--- src/rtl/pcim_wr_pkg.sv ---
package pcim_wr_pkg;

  typedef enum logic [2:0] {
    ST_IDLE  = 3'd0,
    ST_WAIT  = 3'd1,
    ST_REQ   = 3'd2,
    ST_XFER  = 3'd3,
    ST_DRAIN = 3'd4
  } seq_state_t;

  localparam logic [2:0] TC_NONE   = 3'd0;
  localparam logic [2:0] TC_DISC   = 3'd1;
  localparam logic [2:0] TC_RETRY  = 3'd2;
  localparam logic [2:0] TC_LAT    = 3'd3;
  localparam logic [2:0] TC_TABORT = 3'd4;
  localparam logic [2:0] TC_MABORT = 3'd5;

  // refill threshold in bus-width entries before a burst may start
  function automatic int refill_thresh(input int data_w);
    return (data_w >= 64) ? 16 : 8;
  endfunction

endpackage

--- src/rtl/pcim_wr_ptr.sv ---
module pcim_wr_ptr #(
  parameter int ADDR_W  = 32,
  parameter int COUNT_W = 8,
  parameter int BYTES   = 4
) (
  input  logic               clk,
  input  logic               rst_n,
  input  logic               load,
  input  logic [ADDR_W-1:0]  load_addr,
  input  logic [COUNT_W-1:0] load_count,
  input  logic               step,
  output logic [ADDR_W-1:0]  addr,
  output logic [COUNT_W-1:0] rem,
  output logic               rem_one
);

  localparam logic [ADDR_W-1:0]  ADDR_STEP = ADDR_W'(BYTES);
  localparam logic [COUNT_W-1:0] ONE       = COUNT_W'(1);

  always_ff @(posedge clk) begin
    if (!rst_n) begin
      addr <= '0;
      rem  <= '0;
    end else if (load) begin
      addr <= load_addr;
      rem  <= load_count;
    end else if (step) begin
      addr <= addr + ADDR_STEP;
      rem  <= rem - ONE;
    end
  end

  assign rem_one = (rem == ONE);

endmodule

--- src/rtl/pcim_wr_gate.sv ---
module pcim_wr_gate #(
  parameter int COUNT_W = 8,
  parameter int LVL_W   = 6,
  parameter int THRESH  = 8
) (
  input  logic [LVL_W-1:0]   level,
  input  logic [COUNT_W-1:0] rem,
  output logic               ok
);

  localparam int CW = ((COUNT_W > LVL_W) ? COUNT_W : LVL_W) + 1;
  localparam logic [CW-1:0] THR = CW'(THRESH);

  logic [CW-1:0] lvl_x;
  logic [CW-1:0] rem_x;
  logic [CW-1:0] need;

  always_comb begin
    lvl_x = CW'(level);
    rem_x = CW'(rem);
    need  = (rem_x < THR) ? rem_x : THR;
    ok    = (lvl_x >= need);
  end

endmodule

--- src/rtl/pcim_wr_status.sv ---
module pcim_wr_status (
  input  logic clk,
  input  logic rst_n,
  input  logic set,
  input  logic clr,
  output logic flag
);

  always_ff @(posedge clk) begin
    if (!rst_n)   flag <= 1'b0;
    else if (set) flag <= 1'b1;
    else if (clr) flag <= 1'b0;
  end

  assert_sticky_R9: assert property (@(posedge clk) disable iff (!rst_n)
    (flag && !clr) |=> flag);

  assert_set_wins_R9: assert property (@(posedge clk) disable iff (!rst_n)
    set |=> flag);

endmodule

--- src/rtl/pcim_wr_seq.sv ---
module pcim_wr_seq
  import pcim_wr_pkg::*;
#(
  parameter int DATA_W  = 32,
  parameter int ADDR_W  = 32,
  parameter int COUNT_W = 8,
  parameter int LVL_W   = 6
) (
  input  logic               clk,
  input  logic               rst_n,
  input  logic               cmd_valid,
  output logic               cmd_ready,
  input  logic [1:0]         cmd_space,
  input  logic [ADDR_W-1:0]  cmd_addr,
  input  logic [COUNT_W-1:0] cmd_count,
  input  logic               wd_valid,
  output logic               wd_ready,
  input  logic [DATA_W-1:0]  wd_data,
  input  logic [LVL_W-1:0]   wd_level,
  output logic               arb_req,
  input  logic               arb_gnt,
  output logic               bus_active,
  output logic [1:0]         bus_space,
  output logic [ADDR_W-1:0]  bus_addr,
  output logic [DATA_W-1:0]  bus_data,
  output logic               bus_dvalid,
  output logic               bus_last,
  input  logic               bus_ack,
  input  logic [2:0]         bus_term_code,
  input  logic               wfail_clr,
  output logic               irq_wfail
);

  localparam int BYTES  = DATA_W / 8;
  localparam int THRESH = refill_thresh(DATA_W);

  seq_state_t state, nxt;
  logic [1:0] space_q;
  logic [ADDR_W-1:0] addr;
  logic [COUNT_W-1:0] rem;
  logic rem_one, gate_ok;
  logic load, phase, drain_pop, is_abort, is_cont, fail_set;

  always_comb begin
    is_abort  = (bus_term_code == TC_TABORT) || (bus_term_code == TC_MABORT);
    is_cont   = (bus_term_code == TC_DISC) || (bus_term_code == TC_RETRY) ||
                (bus_term_code == TC_LAT);
    cmd_ready = (state == ST_IDLE);
    load      = cmd_ready && cmd_valid && (cmd_count != '0);
    phase     = (state == ST_XFER) && wd_valid && bus_ack;
    drain_pop = (state == ST_DRAIN) && wd_valid;
    wd_ready  = phase || drain_pop;
    fail_set  = (state == ST_XFER) && is_abort && !(phase && rem_one);
  end

  always_comb begin
    nxt = state;
    unique case (state)
      ST_IDLE:  if (load) nxt = ST_WAIT;
      ST_WAIT:  if (gate_ok) nxt = ST_REQ;
      ST_REQ:   if (arb_gnt) nxt = ST_XFER;
      ST_XFER: begin
        if (phase && rem_one)        nxt = ST_IDLE;
        else if (is_abort)           nxt = ST_DRAIN;
        else if (is_cont || !wd_valid) nxt = ST_WAIT;
      end
      ST_DRAIN: if (drain_pop && rem_one) nxt = ST_IDLE;
      default:  nxt = ST_IDLE;
    endcase
  end

  always_ff @(posedge clk) begin
    if (!rst_n) begin
      state   <= ST_IDLE;
      space_q <= '0;
    end else begin
      state <= nxt;
      if (load) space_q <= cmd_space;
    end
  end

  pcim_wr_ptr #(.ADDR_W(ADDR_W), .COUNT_W(COUNT_W), .BYTES(BYTES)) u_ptr (
    .clk(clk), .rst_n(rst_n), .load(load), .load_addr(cmd_addr),
    .load_count(cmd_count), .step(wd_ready), .addr(addr), .rem(rem),
    .rem_one(rem_one)
  );

  pcim_wr_gate #(.COUNT_W(COUNT_W), .LVL_W(LVL_W), .THRESH(THRESH)) u_gate (
    .level(wd_level), .rem(rem), .ok(gate_ok)
  );

  pcim_wr_status u_status (
    .clk(clk), .rst_n(rst_n), .set(fail_set), .clr(wfail_clr),
    .flag(irq_wfail)
  );

  assign arb_req    = (state == ST_REQ);
  assign bus_active = (state == ST_XFER);
  assign bus_space  = space_q;
  assign bus_addr   = addr;
  assign bus_data   = wd_data;
  assign bus_dvalid = bus_active && wd_valid;
  assign bus_last   = bus_active && rem_one;

  assert_no_pop_empty_R11: assert property (@(posedge clk) disable iff (!rst_n)
    wd_ready |-> wd_valid);

  assert_gate_before_req_R2: assert property (@(posedge clk) disable iff (!rst_n)
    $rose(arb_req) |-> $past(gate_ok));

  assert_grant_starts_R3: assert property (@(posedge clk) disable iff (!rst_n)
    (arb_req && arb_gnt) |=> (bus_active && !arb_req));

  assert_addr_step_R4: assert property (@(posedge clk) disable iff (!rst_n)
    (bus_dvalid && bus_ack && !bus_last && bus_term_code == TC_NONE)
      |=> (bus_active && bus_addr == $past(bus_addr) + ADDR_W'(BYTES)));

  assert_drain_quiet_R8: assert property (@(posedge clk) disable iff (!rst_n)
    (state == ST_DRAIN) |-> (!arb_req && !bus_active));

  assert_final_retires_R10: assert property (@(posedge clk) disable iff (!rst_n)
    (bus_dvalid && bus_ack && bus_last) |=> (cmd_ready && !irq_wfail || cmd_ready));

endmodule

--- config.mk ---
export PLATFORM = sky130hd
export DESIGN_NAME = pcim_wr_seq
export DESIGN_NICKNAME = d
export VERILOG_FILES = /design/src/rtl/pcim_wr_pkg.sv /design/src/rtl/pcim_wr_ptr.sv /design/src/rtl/pcim_wr_gate.sv /design/src/rtl/pcim_wr_status.sv /design/src/rtl/pcim_wr_seq.sv
export SDC_FILE = /design/constraint.sdc
export NUM_CORES = 1
export LEC_CHECK = 0
export ABC_AREA = 1
export CAP_MARGIN = 30
export CORE_ASPECT_RATIO = 1.5
export CORE_MARGIN = 2
export CORE_UTILIZATION = 34
export CTS_CLUSTER_SIZE = 24
export DETAILED_ROUTE_END_ITERATION = 12
export MAX_ROUTING_LAYER = met4
export PLACE_DENSITY = 0.68
export SLEW_MARGIN = 20
export SYNTH_ARGS = -nofsm -noshare
export SYNTH_HDL_FRONTEND = slang
export SYNTH_HIERARCHICAL = 1
export SYNTH_SLANG_ARGS = --single-unit
--- constraint.sdc ---
create_clock -name clk -period 2.6 [get_ports clk]
set_clock_uncertainty 0.1 [all_clocks]
set_input_delay 0.52 -clock clk [delete_from_list [all_inputs] [get_ports clk]]
set_output_delay 0.52 -clock clk [all_outputs]
set_load 0.01 [all_outputs]
== Word-level counts from Yosys, hierarchy flattened ==
Index checks and enable logic that the tools add are counted.

* Memory bits (read-only): 0
* Input port bits: 90
* Memory bits (writable): 0
* Bits in registers: 46
* Bits in latches: 0
* Word-level logic and storage cells: 61
* Memories kept: 0
* Output and inout port bits: 73

* Eq/ne operators: 15
* Shift-type cells: 0
* Multipliers: 0
* Bitwise logic cells: 0
* Divide/modulo/power cells: 0
* Add/sub/neg operators: 2
* Reductions and logical operators: 22
* Muxes and demuxes: 15
* Order comparisons: 2

{| class="wikitable"
|+ Operators by type and width
! cell !! count
|-
| $mux 32 || 2
|-
| $add 32x3->32 const B || 1
|-
| $mux 8 || 3
|-
| $mux 3 || 7
|-
| $pmux 3 s5 || 1
|-
| $eq 3x2->1 const B || 4
|-
| $logic_and 1x1->1 || 10
|-
| $eq 3x3->1 const B || 3
|-
| $ge 6x9->1 || 1
|-
| $eq 8x1->1 const B || 1
|-
| $lt 8x4->1 const B || 1
|-
| $reduce_bool 8->1 || 1
|-
| $sub 8x1->8 const B || 1
|-
| $eq 3x1->1 const B || 2
|-
| $ne 2x1->1 const B || 3
|-
| $logic_or 1x1->1 || 5
|-
| $reduce_and 5->1 || 1
|-
| $ne 4x1->1 const B || 1
|-
| $reduce_bool 2->1 || 2
|-
| $logic_not 3->1 || 1
|-
| $logic_not 1->1 || 2
|-
| $mux 1 || 2
|-
| $ne 2x2->1 const B || 1
|}

== Depth between registers and ports, before layout ==
Gate-level depths: netlist of run 1.

* Depth after elaboration: 8
* Depth in mapped cells: 19

== By module ==
The synthesis of run 1 kept the hierarchy.

{| class="wikitable"
|+ By module, submodules not included
! module !! cells an instance !! area each (µm²) !! times used
|-
| pcim_wr_ptr || 402 || 2573.7 || 1
|-
| pcim_wr_seq || 99 || 659.4 || 1
|-
| pcim_wr_gate || 34 || 202.7 || 1
|-
| pcim_wr_status || 6 || 43.8 || 1
|}

== Least setup slack after synthesis of run 1 ==
Ideal clock, no wire load.

* Path type: reg2out
* Start point: reg u_ptr.rem[1]
* End point: out bus_last
* Arrival: 1.444 ns
* Buffers on the path: 0
* Setup slack: 0.536 ns
* Data required time: 1.980 ns
* Cell stages (with the launch flop): 6
* Path through: dfxtp_1 > inv_1 > ha_1 > nand4_1 > nor4_1 > nor3b_1

* Longest elaborated chain between the ends: 2

{| class="wikitable"
|+ Ends and longest elaborated chain
! what !! RTL line !! RTL
|-
| start, declared || pcim_wr_ptr.sv:13 || <nowiki>output logic [COUNT_W-1:0] rem,</nowiki>
|-
| start signal, assigned || pcim_wr_ptr.sv:26 || <nowiki>rem <= load_count;</nowiki>
|-
| start signal, assigned || pcim_wr_ptr.sv:29 || <nowiki>rem <= rem - ONE;</nowiki>
|-
| $eq 8x1->1 || pcim_wr_ptr.sv:33 || <nowiki>assign rem_one = (rem == ONE);</nowiki>
|-
| via rem_one || pcim_wr_seq.sv:41 || <nowiki>logic rem_one, gate_ok;</nowiki>
|-
| $logic_and 1x1->1 || pcim_wr_seq.sv:103 || <nowiki>assign bus_last = bus_active && rem_one;</nowiki>
|-
| end, declared || pcim_wr_seq.sv:27 || <nowiki>output logic bus_last,</nowiki>
|}

The timed path passes the listed nets, and every way through them passes these cells.

== Final worst setup path of run 1 ==
* Start point: in wd_valid
* End point: out bus_dvalid

* Longest elaborated chain between the ends: 1

{| class="wikitable"
|+ Ends and longest elaborated chain
! what !! RTL line !! RTL
|-
| start, declared || pcim_wr_seq.sv:16 || <nowiki>input logic wd_valid,</nowiki>
|-
| $logic_and 1x1->1 || pcim_wr_seq.sv:102 || <nowiki>assign bus_dvalid = bus_active && wd_valid;</nowiki>
|-
| end, declared || pcim_wr_seq.sv:26 || <nowiki>output logic bus_dvalid,</nowiki>
|}

No other way between the ends.

==> results.cfg, run 1 <==
[status]
status = finished clean

[detailed_routing]
drt_iter0_markers = 119
drt-vias-per-instance = 5.03
vias = 3695
antenna_left = 0
dr.pass1.iters = 4
routedWlPerCell_um = 14.2
drc = 0
routed_wl_um = 10500

[synth]
yosysTopAreaCell = dfxtp_1
ys_warn_count = 6
synthCells = 541
ys_seq_elements = 46
synth.yosys.seq_area_share = 0.265
synth_area_leaders = dfxtp_1 (26%), nand2_1 (15%), buf_4 (6.9%)
synth_edf_count = 0
netlist_area_um2 = 3480
synthFlopType = dfxtp_1
yosysTopAreaCellShare = 0.265
async_flop_share = 0
ys_types = 38
syn_area_per_cell_um2 = 6.43

[power_and_ir_drop]
sw_frac_of_total = 0.376
internal-power_mw = 1.98
p_per_area_nw_per_um2 = 688
seq_power_share = 0.336
combinationalPowerShare = 0.435
p_clk_frac = 0.229
p_switching_mw = 1.20
p_leak_nw = 1.84
vdd_drop_max_mv = 0.286

[flow_run]
drv_cap = 0

[final_layout]
fillers = 1061
syn_to_final_growth_pct = 32.9
antenna_cells = 0
nets = 715
finalInstanceArea_um2 = 4620
regArea_um2 = 921
drive_gt1_frac = 0.107
fin_util = 0.461
multi_input_area_um2 = 2050

[placed_design]
dp_hpwl_um = 8240
portBuffers = 98
place_congestion = 0.891
preCtsSetupSlack_ns = 0.0774
placed_area_um2 = 4450

[clocking]
clk_latency_ns = 0.29
cts.clk_slew.worst_paths_ns = 0.06
cts_buffer_depth = 2
cts_buffers = 5
tritoncts = done
h-tree-depth = 2
cts_sinks = 46
ctsRootBufferMaster = clkbuf_16

[timing]
hold_slack_ns = 0.372
setup-violations-final = 0
fin_crit_sh = 0.920
setup-tns-final_ns = 0
fin_crit_ns = 2.39
slew_violations = 0
clock.fmax_mhz = 418
finalHoldViolations = 0
rsz0062_at_grt = no
fin_ws_ns = 0.208

[floorplanning]
start_util = 0.347
core_region_area_um2 = 10000
die_w_um = 86.6
die_h_um = 128
io_pins = 163
dieArea_um2 = 11100
num_rows = 45

[global_routing]
grt_first_pass_wirelength_um = 16900
grt_max_degree = 33
grt_pass1_vias = 3710
overflow = 0
grt_antenna_before_repair = 0
grt.total_usage = 0.196

[setup_path]
cp_max_fo = 3
slowest_delay_ns = 0.53
arrival_ns = 1.77
crit_path_start = wd_valid
timing.rr.start = u_ptr/rem[4]
rrSetupSlack_ns = 0.38
reg2reg_depth = 18
cp-start-kind = input pin
crit_slowest_cell = clkdlybuf4s50_1
endpoint = bus_dvalid
path_class = input pin to output port
crit_chain = clkdlybuf4s50_1 > nand4_1 > inv_1 > clkdlybuf4s50_1
endpoint_kind = output port
cp_common_cell = clkdlybuf4s50_1
worstPathRequired_ns = 1.98
r2r-end = state[0]

[hold_path]
hold_path_class = flop to flop
-- cell usage after synthesis, types with 2 or more instances --
cell type,number
nand4_1,5
xnor2_1,4
inv_1,55
nor2_2,10
o21ai_0,15
dfxtp_1,46
ha_1,9
nand3_1,40
xor2_1,4
a31oi_1,9
inv_2,5
nor2_1,59
or2_2,2
nor2_4,10
buf_2,4
or2_1,2
clkbuf_1,9
nand2_1,140
nand2_4,2
o21ai_1,2
a22oi_1,23
a21oi_1,30
nand2_2,7
nand3_2,3
o21bai_1,2
buf_4,32
-- final cells by class --
type	count	share of cell area
tap	117	0.0317
clock buffer	7	0.0287
sequential	46	0.199
inverter	60	0.0487
timing repair buffer	113	0.242
multi-input combinational	390	0.443
clock inverter	1	0.00650
-- placed cells by master (no fill, tap or decap), drive strengths merged, types with 2 or more instances in the layout --
cell,synthesis,final
inv,60,60
dfxtp,46,46
or2,4,4
conb,1,2
a21oi,31,31
nand3,43,43
xnor2,4,4
nor2,79,79
o21ai,17,17
a31oi,9,9
nor3b,2,2
clkdlybuf4s50,0,96
ha,9,9
a22oi,23,23
nand2,149,149
o21bai,2,2
buf,37,15
xor2,4,4
nand4,6,6
clkbuf,9,7
-- kinds of logic (layout without fill, tap and decap cells) --
family                     after synthesis  after routing  synth area share
buffers and inverters                  106            181             0.150
xor gates and xnor gates                 8              8            0.0201
and+or+nand+nor                        287            287             0.387
DFF                                     46             46             0.265
adders and majority gates                9              9            0.0324
other                                    1              2           0.00108
AOI/OAI and AO/OA                       84             84             0.145
-- per-stage QoR --
step | total power [mW] | instances
2_1_floorplan | 1.88 | 542
3_3_place_gp | 2.43 | 726
3_5_place_dp | 2.46 | 726
4_1_cts | 3.21 | 734
5_1_grt | 3.39 | 734
6_report | 3.18 | 734
-- power groups by stage --
stage	clock, mW	sequential, mW	combinational, mW
finish	0.728	1.07	1.38
global route	0.764	1.10	1.53
CTS	0.749	1.07	1.39
detailed placement	0	1.08	1.38
global placement	0	1.08	1.35
floorplan	0	1.08	0.795
-- critical path: cells and delay by family --
family | cells | cell delay (ns)
buffers and inverters | 3 | 1.12
AND/OR/NAND/NOR | 1 | 0.13
-- timing repair --
item                                    CTS  global route
buffers inserted                          0             0
endpoints found under the hold margin     0             0
endpoints found under the setup margin    1             1
hold buffers                              0             0
resized for setup                         2             1
-- flip-flops by register name (all words and copies together) (netlist names) --
register and cells:
state 3, bus_space 2, u_status/flag 1, u_ptr/addr 32, u_ptr/rem 8
-- how the worst min path moves through the flow --
stage	start	endpoint	slack, ns	cells past startpoint
finish	u_status/flag	u_status/flag	0.37	2
global route	u_status/flag	u_status/flag	0.41	2
CTS	u_status/flag	u_status/flag	0.38	2
detailed placement	u_status/flag	u_status/flag	0.36	2
global placement	u_status/flag	u_status/flag	0.36	2
floorplan	u_status/flag	u_status/flag	0.39	2
-- per-layer routing --
| layer | routed length, µm | global-route usage | vias up | part of all wire |
|---|---|---|---|---|
| met2 | 5600 | 0.370 | 113 | 0.54 |
| met1 | 3900 | 0.185 | 1680 | 0.37 |
| met3 | 520 | 0.0348 | 36 | 0.050 |
| li1 | - | - | 1866 | - |
| met5 | 0 | - | - | 0 |
| met4 | 432 | 0.0974 | 0 | 0.041 |
No activity file was read; power rests on OpenSTA's default activity.
==> run 2: changes to the inputs <==
- clock period: 2.6 -> 2.8 ns (I/O delays scaled with it)
==> results.cfg, run 2 (synthesis results as in run 1) <==
[detailed_routing]
drt-vias-per-instance = 5.03
drt_iter0_markers = 178
vias = 3681
dr.pass1.iters = 4
antenna_left = 0
drc = 0
routedWlPerCell_um = 14.2
routed_wl_um = 10400

[global_routing]
grt.total_usage = 0.193
overflow = 0
grt_antenna_before_repair = 0
grt_pass1_vias = 3709
grt_max_degree = 31
grt_first_pass_wirelength_um = 16700

[clocking]
cts_buffers = 5
tritoncts = done
ctsRootBufferMaster = clkbuf_16
post-cts-setup-buffers = 0
cts_sinks = 46
postCtsHoldBufs = 0
clk_latency_ns = 0.29
cts_buffer_depth = 2
cts.clk_slew.worst_paths_ns = 0.06
h-tree-depth = 2

[timing]
fin_crit_ns = 2.69
setup-violations-final = 0
fin_ws_ns = 0.108
setup-tns-final_ns = 0
fin_crit_sh = 0.961
clock.fmax_mhz = 371
hold_slack_ns = 0.378
slew_violations = 0
rsz0062_at_grt = no
finalHoldViolations = 0

[placed_design]
preCtsSetupSlack_ns = 0.224
dp_hpwl_um = 8100
place_congestion = 0.921
placedCellCount = 724
portBuffers = 98

[floorplanning]
die_h_um = 128
dieArea_um2 = 11100
start_util = 0.347
core_region_area_um2 = 10000
die_w_um = 86.6
io_pins = 163
num_rows = 45

[final_layout]
top_regs = u_ptr/addr x32, u_ptr/rem x8, state x3
syn_to_final_growth_pct = 31.2
nets = 713
fin_util = 0.456
antenna_cells = 0
largest_reg_flops = 32
fillers = 1045
top_register = u_ptr/addr
layout_common_cells = nand2_1 (140), clkdlybuf4s50_1 (98), nor2_1 (58)
mostFrequentLayoutCell = nand2_1
drive_gt1_frac = 0.106
final_cells = 732

[setup_path]
slowest_delay_ns = 0.57
arrival_ns = 2.03
rrSetupSlack_ns = 0.60
crit_chain = inv_1 > ha_1 > nand4_1 > nor4_2 > nor3b_1 > clkdlybuf4s50_1
crit_slowest_cell = clkdlybuf4s50_1
timing.rr.start = u_ptr/rem[4]
cp_max_fo = 3
cp-start-kind = flop
path_class = flop to output port
crit_path_start = u_ptr/rem[1]
endpoint_kind = output port
worstPathRequired_ns = 2.14

[power_and_ir_drop]
sw_frac_of_total = 0.386
p_clk_frac = 0.213
vdd_drop_max_mv = 0.280
p_switching_mw = 1.10
p_leak_nw = 1.80
combinationalPowerShare = 0.437
internal-power_mw = 1.75
p_per_area_nw_per_um2 = 625
seq_power_share = 0.350

[status]
status = finished clean

[hold_path]
hold_path_class = flop to flop
min-delay-start = u_status/flag

[flow_run]
drv_cap = 0
run 2: metrics by stage:
| stage | power (mW) | area [µm²] |
|---|---|---|
| 5_1_grt | 3.06 | 4570 |
| 4_1_cts | 2.87 | 4560 |
| 3_3_place_gp | 2.23 | 4410 |
| 6_report | 2.85 | 4570 |
| 2_1_floorplan | 1.74 | 3480 |
| 3_5_place_dp | 2.25 | 4410 |
run 2: power by group through the flow:
stage / combinational [mW] / sequential (mW) / clock [mW]
after floorplan: 0.738 / 1.01 / 0
after global placement: 1.22 / 1.01 / 0
after detailed placement: 1.25 / 1.01 / 0
after CTS: 1.25 / 0.996 / 0.622
after global routing: 1.38 / 1.03 / 0.645
final: 1.25 / 0.999 / 0.606
run 2: layout make-up:
cell class | count | area, µm² | area share
clock buffer | 7 | 143 | 0.0312
clock inverter | 1 | 5.00 | 0.00110
inverter | 60 | 225 | 0.0493
multi-input combinational | 390 | 2050 | 0.448
sequential | 46 | 921 | 0.202
tap | 117 | 146 | 0.0321
timing repair buffer | 111 | 1080 | 0.236
run 2: worst max-delay path, delay by kind of cell, from the launching register on:
family                     cells  cell delay (ns)
buffers and inverters          2             0.67
and+or+nand+nor                3             0.57
DFF                            1             0.33
adders and majority gates      1             0.17
run 2: metal layers:
layer | GRT usage | vias to the layer above | wire (µm)
met2 | 0.359 | 129 | 5500
met4 | 0.0938 | 0 | 395
li1 | - | 1858 | -
met1 | 0.189 | 1661 | 3980
met3 | 0.0322 | 33 | 498
met5 | - | - | 0
run 2: what timing repair did:
action                                  4_1_cts  5_1_grt
hold endpoints to repair                      0        0
endpoints found under the setup margin        0        1
resized for setup                             0        1
run 2: path summary, 6_finish.rpt:
check | end | depth (start not counted)
max | bus_last | 6
min reg2reg | u_status/flag | 2
max reg2reg | state[1] | 18
min | u_status/flag | 2
==> run 3: changes to the inputs <==
- GPL_ROUTABILITY_DRIVEN: default -> 0
- REMOVE_ABC_BUFFERS: default -> 1
==> results.cfg, run 3 (synthesis results as in run 1) <==
[status]
status = finished clean

[floorplanning]
dieArea_um2 = 11100
start_util = 0.347
die_h_um = 128
io_pins = 163
core_region_area_um2 = 10000
die_w_um = 86.6
num_rows = 45

[timing]
setup-violations-final = 0
fin_crit_sh = 0.967
fin_crit_ns = 2.71
hold_slack_ns = 0.375
clock.fmax_mhz = 369
slew_violations = 0
rsz0062_at_grt = no
setup-tns-final_ns = 0
finalHoldViolations = 0
fin_ws_ns = 0.0924

[final_layout]
layout_common_cells = nand2_1 (140), clkdlybuf4s50_1 (98), nor2_1 (58)
antenna_cells = 0
syn_to_final_growth_pct = 31.4
mostFrequentLayoutCell = nand2_1
drive_gt1_frac = 0.103
top_register = u_ptr/addr
top_regs = u_ptr/addr x32, u_ptr/rem x8, state x3
largest_reg_flops = 32
nets = 710

[clocking]
ctsRootBufferMaster = clkbuf_16
post-cts-setup-buffers = 0
postCtsHoldBufs = 0
cts_buffer_depth = 2
cts.clk_slew.worst_paths_ns = 0.07
tritoncts = done
cts_buffers = 5
cts.repair.resized = 1
clk_latency_ns = 0.29
cts_sinks = 46
h-tree-depth = 2

[setup_path]
endpoint_kind = output port
slowest_delay_ns = 0.57
path_class = flop to output port
arrival_ns = 2.05
cp_max_fo = 3
worstPathRequired_ns = 2.14
crit_slowest_cell = clkdlybuf4s50_1
crit_chain = inv_1 > ha_1 > nand4_1 > nor4_2 > nor3b_1 > clkdlybuf4s50_1
cp-start-kind = flop

[global_routing]
grt_max_degree = 40
grt.total_usage = 0.205
grt_pass1_vias = 3587
grt_first_pass_wirelength_um = 17500
overflow = 0
grt_antenna_before_repair = 0

[detailed_routing]
vias = 3721
routedWlPerCell_um = 15.5
routed_wl_um = 11300
drc = 0
drt-vias-per-instance = 5.10
antenna_left = 0
drt_iter0_markers = 123
dr.pass1.iters = 4

[flow_run]
drv_cap = 0

[hold_path]
hold_path_class = flop to flop

[power_and_ir_drop]
power_mw = 2.86
p_leak_nw = 1.78
p_per_area_nw_per_um2 = 626
vdd_drop_max_mv = 0.302

[placed_design]
preCtsSetupSlack_ns = 0.159
portBuffers = 98
dp_hpwl_um = 8830
run 3: cell type report:
type,count,area [µm²]
clock buffers,5,125
clock inverters,3,23.8
repair buffers,108,1080
inverters,60,225
multi-input cells,390,2050
fillers,1054,5450
well taps,117,146
flip-flops and latches,46,921
run 3: worst paths after layout:
path,from,cells after the start,end,slack [ns]
setup / recovery,u_ptr/rem[1],6,bus_last,0.09
hold / removal,u_status/flag,2,u_status/flag,0.37
hold reg to reg,u_status/flag,2,u_status/flag,0.37
setup reg to reg,u_ptr/rem[4],18,state[0],0.57
run 3: where the power goes:
group          switching [mW]  internal [mW]
logic                   0.649          0.608
registers               0.199          0.795
clock network           0.275          0.334
total                    1.12           1.74
run 3: per-layer routing:
layer | share of wire | GRT usage
met5 | 0 | -
met3 | 0.094 | 0.0786
met1 | 0.41 | 0.230
met2 | 0.48 | 0.338
met4 | 0.019 | 0.0579
run 3: through the flow:
step	instance area, µm²	std cells	utilization
after floorplan	3190	496	-
after global placement	4420	721	0.441
after detailed placement	4420	721	0.441
after CTS	4570	729	0.456
after global routing	4570	729	0.456
final	4570	729	0.456
run 3: worst max-delay path: cells and delay by family, from the launching register on:
family                     cells  cell delay, ns
adders and majority gates      1            0.16
buffers and inverters          2            0.67
DFF                            1            0.33
and+or+nand+nor                3            0.62
